--- src/rtl/flag_pkg.sv ---
package flag_pkg;
   // Bit positions of the flags on the data bus.
   localparam int unsigned POS_C  = 0;
   localparam int unsigned POS_Z  = 1;
   localparam int unsigned POS_N  = 2;
   localparam int unsigned POS_EQ = 3;
   localparam int unsigned NFLAGS = 4;

   // Packed so that bit k matches bus bit k.
   typedef struct packed {
      logic eq;
      logic n;
      logic z;
      logic c;
   } flags_t;

   // One-hot source select, one bit per candidate.
   localparam int unsigned SRC_HOLD = 0;
   localparam int unsigned SRC_ALU  = 1;
   localparam int unsigned SRC_BUS  = 2;
   localparam int unsigned NSRC     = 3;
endpackage

--- src/rtl/flag_src_sel.sv ---
module flag_src_sel
   import flag_pkg::*;
(
   input  logic            alu_op,
   input  logic            bus_load,
   output logic [NSRC-1:0] sel,
   output logic            conflict
);
   // The bus load has precedence over the arithmetic capture.
   always_comb begin
      sel = '0;
      if (bus_load)    sel[SRC_BUS]  = 1'b1;
      else if (alu_op) sel[SRC_ALU]  = 1'b1;
      else             sel[SRC_HOLD] = 1'b1;
   end

   assign conflict = alu_op & bus_load;
endmodule

--- src/rtl/flag_store.sv ---
module flag_store
   import flag_pkg::*;
(
   input  logic            clk,
   input  logic            rst_n,
   input  logic [NSRC-1:0] sel,
   input  flags_t          alu_flags,
   input  flags_t          bus_flags,
   output flags_t          flags_q
);
   flags_t next_flags;

   // AND-OR merge: only the selected candidate reaches the register.
   always_comb begin
      next_flags = ({NFLAGS{sel[SRC_HOLD]}} & flags_q)
                 | ({NFLAGS{sel[SRC_ALU]}}  & alu_flags)
                 | ({NFLAGS{sel[SRC_BUS]}}  & bus_flags);
   end

   always_ff @(posedge clk) begin
      if (!rst_n) flags_q <= '0;
      else        flags_q <= next_flags;
   end
endmodule

--- src/rtl/flag_bus_drv.sv ---
module flag_bus_drv
   import flag_pkg::*;
#(
   parameter int unsigned BUS_W = 8
) (
   input  flags_t           flags_q,
   input  logic             bus_rd,
   output logic [BUS_W-1:0] bus_out,
   output logic             bus_oe
);
   for (genvar i = 0; i < BUS_W; i++) begin : g_bit
      if (i < NFLAGS) begin : g_flag
         assign bus_out[i] = bus_rd & flags_q[i];
      end else begin : g_pad
         assign bus_out[i] = 1'b0;
      end
   end

   assign bus_oe = bus_rd;
endmodule

--- src/rtl/flag_status_reg.sv ---
module flag_status_reg
   import flag_pkg::*;
#(
   parameter int unsigned BUS_W   = 8,
   parameter bit          ERR_REG = 1'b1
) (
   input  logic             clk,
   input  logic             rst_n,
   input  logic             alu_op,
   input  logic             alu_c,
   input  logic             alu_z,
   input  logic             alu_n,
   input  logic             alu_eq,
   input  logic             bus_load,
   input  logic [BUS_W-1:0] bus_in,
   input  logic             bus_rd,
   output logic [BUS_W-1:0] bus_out,
   output logic             bus_oe,
   output logic             flag_c,
   output logic             flag_z,
   output logic             flag_n,
   output logic             flag_eq,
   output logic             sel_err
);
   if (BUS_W < NFLAGS) begin : g_bad_width
      $error("flag_status_reg: BUS_W must be at least 4");
   end

   flags_t          alu_flags;
   flags_t          bus_flags;
   flags_t          flags_q;
   logic [NSRC-1:0] src_sel;
   logic            conflict;

   assign alu_flags = '{eq: alu_eq, n: alu_n, z: alu_z, c: alu_c};
   assign bus_flags = flags_t'(bus_in[NFLAGS-1:0]);

   flag_src_sel u_sel (
      .alu_op   (alu_op),
      .bus_load (bus_load),
      .sel      (src_sel),
      .conflict (conflict)
   );

   flag_store u_store (
      .clk       (clk),
      .rst_n     (rst_n),
      .sel       (src_sel),
      .alu_flags (alu_flags),
      .bus_flags (bus_flags),
      .flags_q   (flags_q)
   );

   flag_bus_drv #(.BUS_W(BUS_W)) u_drv (
      .flags_q (flags_q),
      .bus_rd  (bus_rd),
      .bus_out (bus_out),
      .bus_oe  (bus_oe)
   );

   assign flag_c  = flags_q.c;
   assign flag_z  = flags_q.z;
   assign flag_n  = flags_q.n;
   assign flag_eq = flags_q.eq;

   if (ERR_REG) begin : g_err_reg
      logic err_q;
      always_ff @(posedge clk) begin
         if (!rst_n) err_q <= 1'b0;
         else        err_q <= conflict;
      end
      assign sel_err = err_q;
   end else begin : g_err_comb
      assign sel_err = conflict;
   end
endmodule

--- config.mk ---
export PLATFORM = sky130hd
export DESIGN_NAME = flag_status_reg
export DESIGN_NICKNAME = d
export VERILOG_FILES = /design/src/rtl/flag_pkg.sv /design/src/rtl/flag_src_sel.sv /design/src/rtl/flag_store.sv /design/src/rtl/flag_bus_drv.sv /design/src/rtl/flag_status_reg.sv
export SDC_FILE = /design/constraint.sdc
export NUM_CORES = 1
export LEC_CHECK = 0
export ABC_CLOCK_PERIOD_IN_PS = 1700
export BUFFER_PORTS_ARGS = -buffer_cell sky130_fd_sc_hd__buf_4
export CORE_AREA = 2 2 39 41
export DETAILED_ROUTE_END_ITERATION = 10
export DIE_AREA = 0 0 41 43
export GPL_TIMING_DRIVEN = 0
export PLACE_DENSITY = 0.63
export SYNTH_ARGS = -nofsm -noshare
export SYNTH_HDL_FRONTEND = slang
export SYNTH_SLANG_ARGS = --single-unit
--- constraint.sdc ---
create_clock -name clk -period 1.7 [get_ports clk]
set_input_delay 0.085 -clock clk [delete_from_list [all_inputs] [get_ports clk]]
set_output_delay 0.085 -clock clk [all_outputs]
set_load 0.02 [all_outputs]
**Word level (Yosys, flattened, before mapping)**

Cells that the tools add are included.

- Shift-type cells: 0
- Multiply operators: 0
- Add/subtract/negate cells: 0
- Reduce and logical (&&, ||, !) cells: 0
- Bitwise operators: 10
- Equal/unequal tests: 0
- Order comparisons: 0
- Muxes and demuxes: 4
- Div/mod/pow operators: 0

Operators by type and width:

| operator | count |
|---|---|
| 4-bit AND | 3 |
| 4-bit bitwise OR | 2 |
| 1-bit AND | 5 |
| 1-bit two-way mux | 3 |
| 2-bit two-way mux | 1 |

- Memory bits (read-only): 0
- Output and inout bits: 14
- Bits of input ports: 17
- Memories kept: 0
- Memory bits (writable): 0
- Word-level logic and storage cells: 19
- Bits in registers: 5
- Latch bits: 0

**Longest topological paths before layout**

- Depth after elaboration: 5
- Depth in mapped cells: 2
- Depth with buffers taken out: 2

**Hierarchy**

Synthesis repeated with hierarchy kept, for this count alone.

- Cell total of the unflattened synthesis: 28
- Area, all modules: 261.5 um^2

By module, submodules not included:

| module | times used | cells an instance | sequential area each (um^2) | area each (um^2) |
|---|---|---|---|---|
| flag_store | 1 | 12 | 80.1 | 145.1 |
| flag_bus_drv | 1 | 10 | 0.0 | 66.3 |
| flag_status_reg | 1 | 2 | 20.0 | 26.3 |
| flag_src_sel | 1 | 4 | 0.0 | 23.8 |

**Worst setup path before layout**

Ideal clock, no wire load.

- Path type: reg2reg
- From: register, netlist name u_store.flags_q[0]
- To: register, netlist name u_store.flags_q[0]
- Setup time: 0.116 ns
- Arrival time: 0.837 ns
- Cell stages (with the launch flop): 3
- Setup slack: 0.746 ns
- Required time: 1.584 ns
- Period minus slack after synthesis: 0.954 ns
- Buffers on the path: 0
- Cells stage by stage: dfxtp_1 > mux2_1 > o211a_1

- Cells in the longest elaborated chain, start to end: 3

RTL lines:

| element | RTL line | source |
|---|---|---|
| 4-bit AND | flag_store.sv:15 | `next_flags = ({NFLAGS{sel[SRC_HOLD]}} & flags_q)` |
| 4-bit bitwise OR | flag_store.sv:16 | `\| ({NFLAGS{sel[SRC_ALU]}} & alu_flags)` |
| 4-bit bitwise OR | flag_store.sv:17 | `\| ({NFLAGS{sel[SRC_BUS]}} & bus_flags);` |

No other way between the ends.
A chain may end at the register's enable or synchronous reset.

**Final worst setup path**

- From: register, netlist name u_store.flags_q[3]
- To: output bus_out[3]

- Cells in the longest elaborated chain, start to end: 1

RTL lines:

| element | RTL line | source |
|---|---|---|
| 1-bit AND | flag_bus_drv.sv:13 | `assign bus_out[i] = bus_rd & flags_q[i];` |
| to (decl) | flag_status_reg.sv:17 | `output logic [BUS_W-1:0] bus_out,` |

No other way between the ends.

==> run_results.csv <==
group,metric,value,unit
clock_network,clockBufferDepth,2,
critical_path,cp.required,1620,ps
critical_path,slowest_stage,"dfxtp_1",
critical_path,max_stage_delay,310,ps
job,cap_viol_max_count,0,
clock_network,cts-hold-fix-buffers,0,
placed_design,placed_cell_area,480.5,µm²
routing,routed_wl,617,µm
critical_path,worstPathArrival,840,ps
timing,worst_slack,770.5,ps
clock_network,clkSinkCount,5,
final_layout,drive_gt1_share,54.39,%
clock_network,htree_levels,1,
pwr,p_per_area,720.0,nW/µm²
placed_design,place_inst,69,
timing,period_needed,929.5,ps
clock_network,cts_buffers,3,
routing,detail_route.iter0.violations,4,
timing,setup_violations,0,
final_layout,final_nets,75,
critical_path,cp_max_fo,3,
die,dieArea,1763,µm²
clock_network,clkTransAtPathRegs,40,ps
routing,final_antenna_net_count,0,
pwr,power_switching,0.09332,mW
synth,synth-seq-area-share,35.24,%
synth,synth_seq_cells,5,
clock_network,root_buffer,"clkbuf_4",
placed_design,place_ws,787.1,ps
synth,synthCells,28,
die,start_util,20.52,%
clock_network,cts_tree,"built",
routing,drt-vias-per-instance,3.781,
critical_path,setup.worst_path.class,"reg -> out",
synth,yosys_warnings,0,
timing,maxSlewViolCount,0,
timing,clock-skew-final,0,ps
pwr,p_comb_share,28.5,%
synth,synth_top_area_share,35.24,%
timing,rsz0062_at_grt,"false",
timing,finalHoldViolations,0,
pwr,internal_power,0.2716,mW
placed_design,gp_congestion,0.6255,
pwr,pwr-share-seq,35.8,%
die,die_width,41,µm
pwr,clkPwrFrac,35.6,%
clock_network,clock_latency,230,ps
synth,synth_cell_types,8,
final_layout,area_growth,78.41,%
final_layout,final_cells,73,
critical_path,cp_cell_sequence,"and2_1 > buf_4",
routing,firstDrtPassIters,4,
timing,hold_slack,115.2,ps
die,die_h,43,µm
die,core_area,1384,µm²
global_route,grt-ovfl-total,0,
placed_design,io_buffer_count,22,
timing,tns,0,ps
critical_path,start_kind,"flip-flop",
hold_path,hp-class,"in -> reg",
synth,synth_area_per_cell,10.14,µm²
critical_path,crit_path_end_kind,"primary output",
die,rows,14,
routing,wl_per_cell,8.452,µm
final_layout,final_cell_mix,"buf_4, dfxtp_1",
final_layout,final_common_cell,"buf_4",
global_route,grt_pass1_vias,244,
timing,fmax,1.076,GHz
synth,synth_top_cell_by_area,"dfxtp_1",
die,io_pins,31,
pwr,p_leak,0.2920,nW
outcome,status,"finished, final reports clean",
final_layout,fin_area,506.7,µm²
global_route,grtUsageTotal,8.835,%
synth,synthTopCellsByArea,"dfxtp_1, mux2_1, o211a_1",
routing,num_vias,276,
clock_network,post_cts_buffers,0,
timing,fin_crit_sh,54.67,%
routing,drc,0,
global_route,antenna_found_initial,0,
final_layout,fillCellCount,152,
pwr,swShare,25.58,%
global_route,grt_max_degree,10,
synth,syn_area,284.0,µm²
global_route,grt_pass1_wl,993,µm
final_layout,antenna_cells,0,
clock_network,cts_resized,0,
pwr,peakVddDrop,253.5,µV
critical path: cells and delay by family, from the launching register on:
kind          cells  cell delay (ps)
buf+inv           1              150
flops             1              310
simple gates      1              150
per-layer routing:
layer	track usage [%]	part of all wire, %	vias up	wire [µm]
met2	9.375	36	24	223
li1	-	-	145	-
met5	0	0	-	0
met1	10.29	40	107	248
met4	10.00	0	0	0
met3	5.759	24	0	146
final timing paths:
kind                                          from                 end  slack [ps]  depth (start not counted)
worst min-delay path                         rst_n  u_store.flags_q[2]         120                          2
worst max register to register  u_store.flags_q[3]  u_store.flags_q[3]         780                          2
worst max-delay path            u_store.flags_q[3]          bus_out[3]         770                          2
worst min register to register  u_store.flags_q[2]  u_store.flags_q[2]         620                          2
synth_stat cells:
master and n:
buf_4 5, dfxtp_1 5, and2_1 4, mux2_1 4, nand2b_1 4, o211a_1 4, and3_2 1, conb_1 1
flip-flops by register name (all words and copies together), names as in the netlist:
| name | flops |
|---|---|
| sel_err | 1 |
| u_store.flags_q | 4 |
area by class of cell:
type / instances / area [µm²] / share of cell area [%]
plain buffers: 5 / 37.54 / 7.407
repair buffers: 22 / 165.2 / 32.59
multi-input cells: 21 / 157.7 / 31.11
well taps: 16 / 20.02 / 3.951
flip-flops and latches: 5 / 100.1 / 19.75
clock buffers: 4 / 26.28 / 5.185
metrics by stage:
step | utilization, % | total power, mW
2_1_floorplan | - | 0.1866
3_3_place_gp | 34.72 | 0.2364
3_5_place_dp | 34.72 | 0.2376
4_1_cts | 36.62 | 0.3723
5_1_grt | 36.62 | 0.3861
6_report | 36.62 | 0.3649
power by group through the flow:
stage               Clock, mW  Sequential (mW)  Combinational, mW
floorplan                   0            0.142             0.0446
CTS                     0.136            0.131              0.105
detailed placement          0            0.133              0.105
finish                  0.130            0.131              0.104
global placement            0            0.133              0.104
global route            0.140            0.132              0.114
logic make-up after synthesis:
logic type | count (synthesis) | synth area share (%)
compound gates | 4 | 14.10
buf+inv | 5 | 13.22
flops | 5 | 35.24
mux | 4 | 15.86
other cells | 1 | 1.320
simple gates | 9 | 20.26
(Power assumes the default switching activity.)
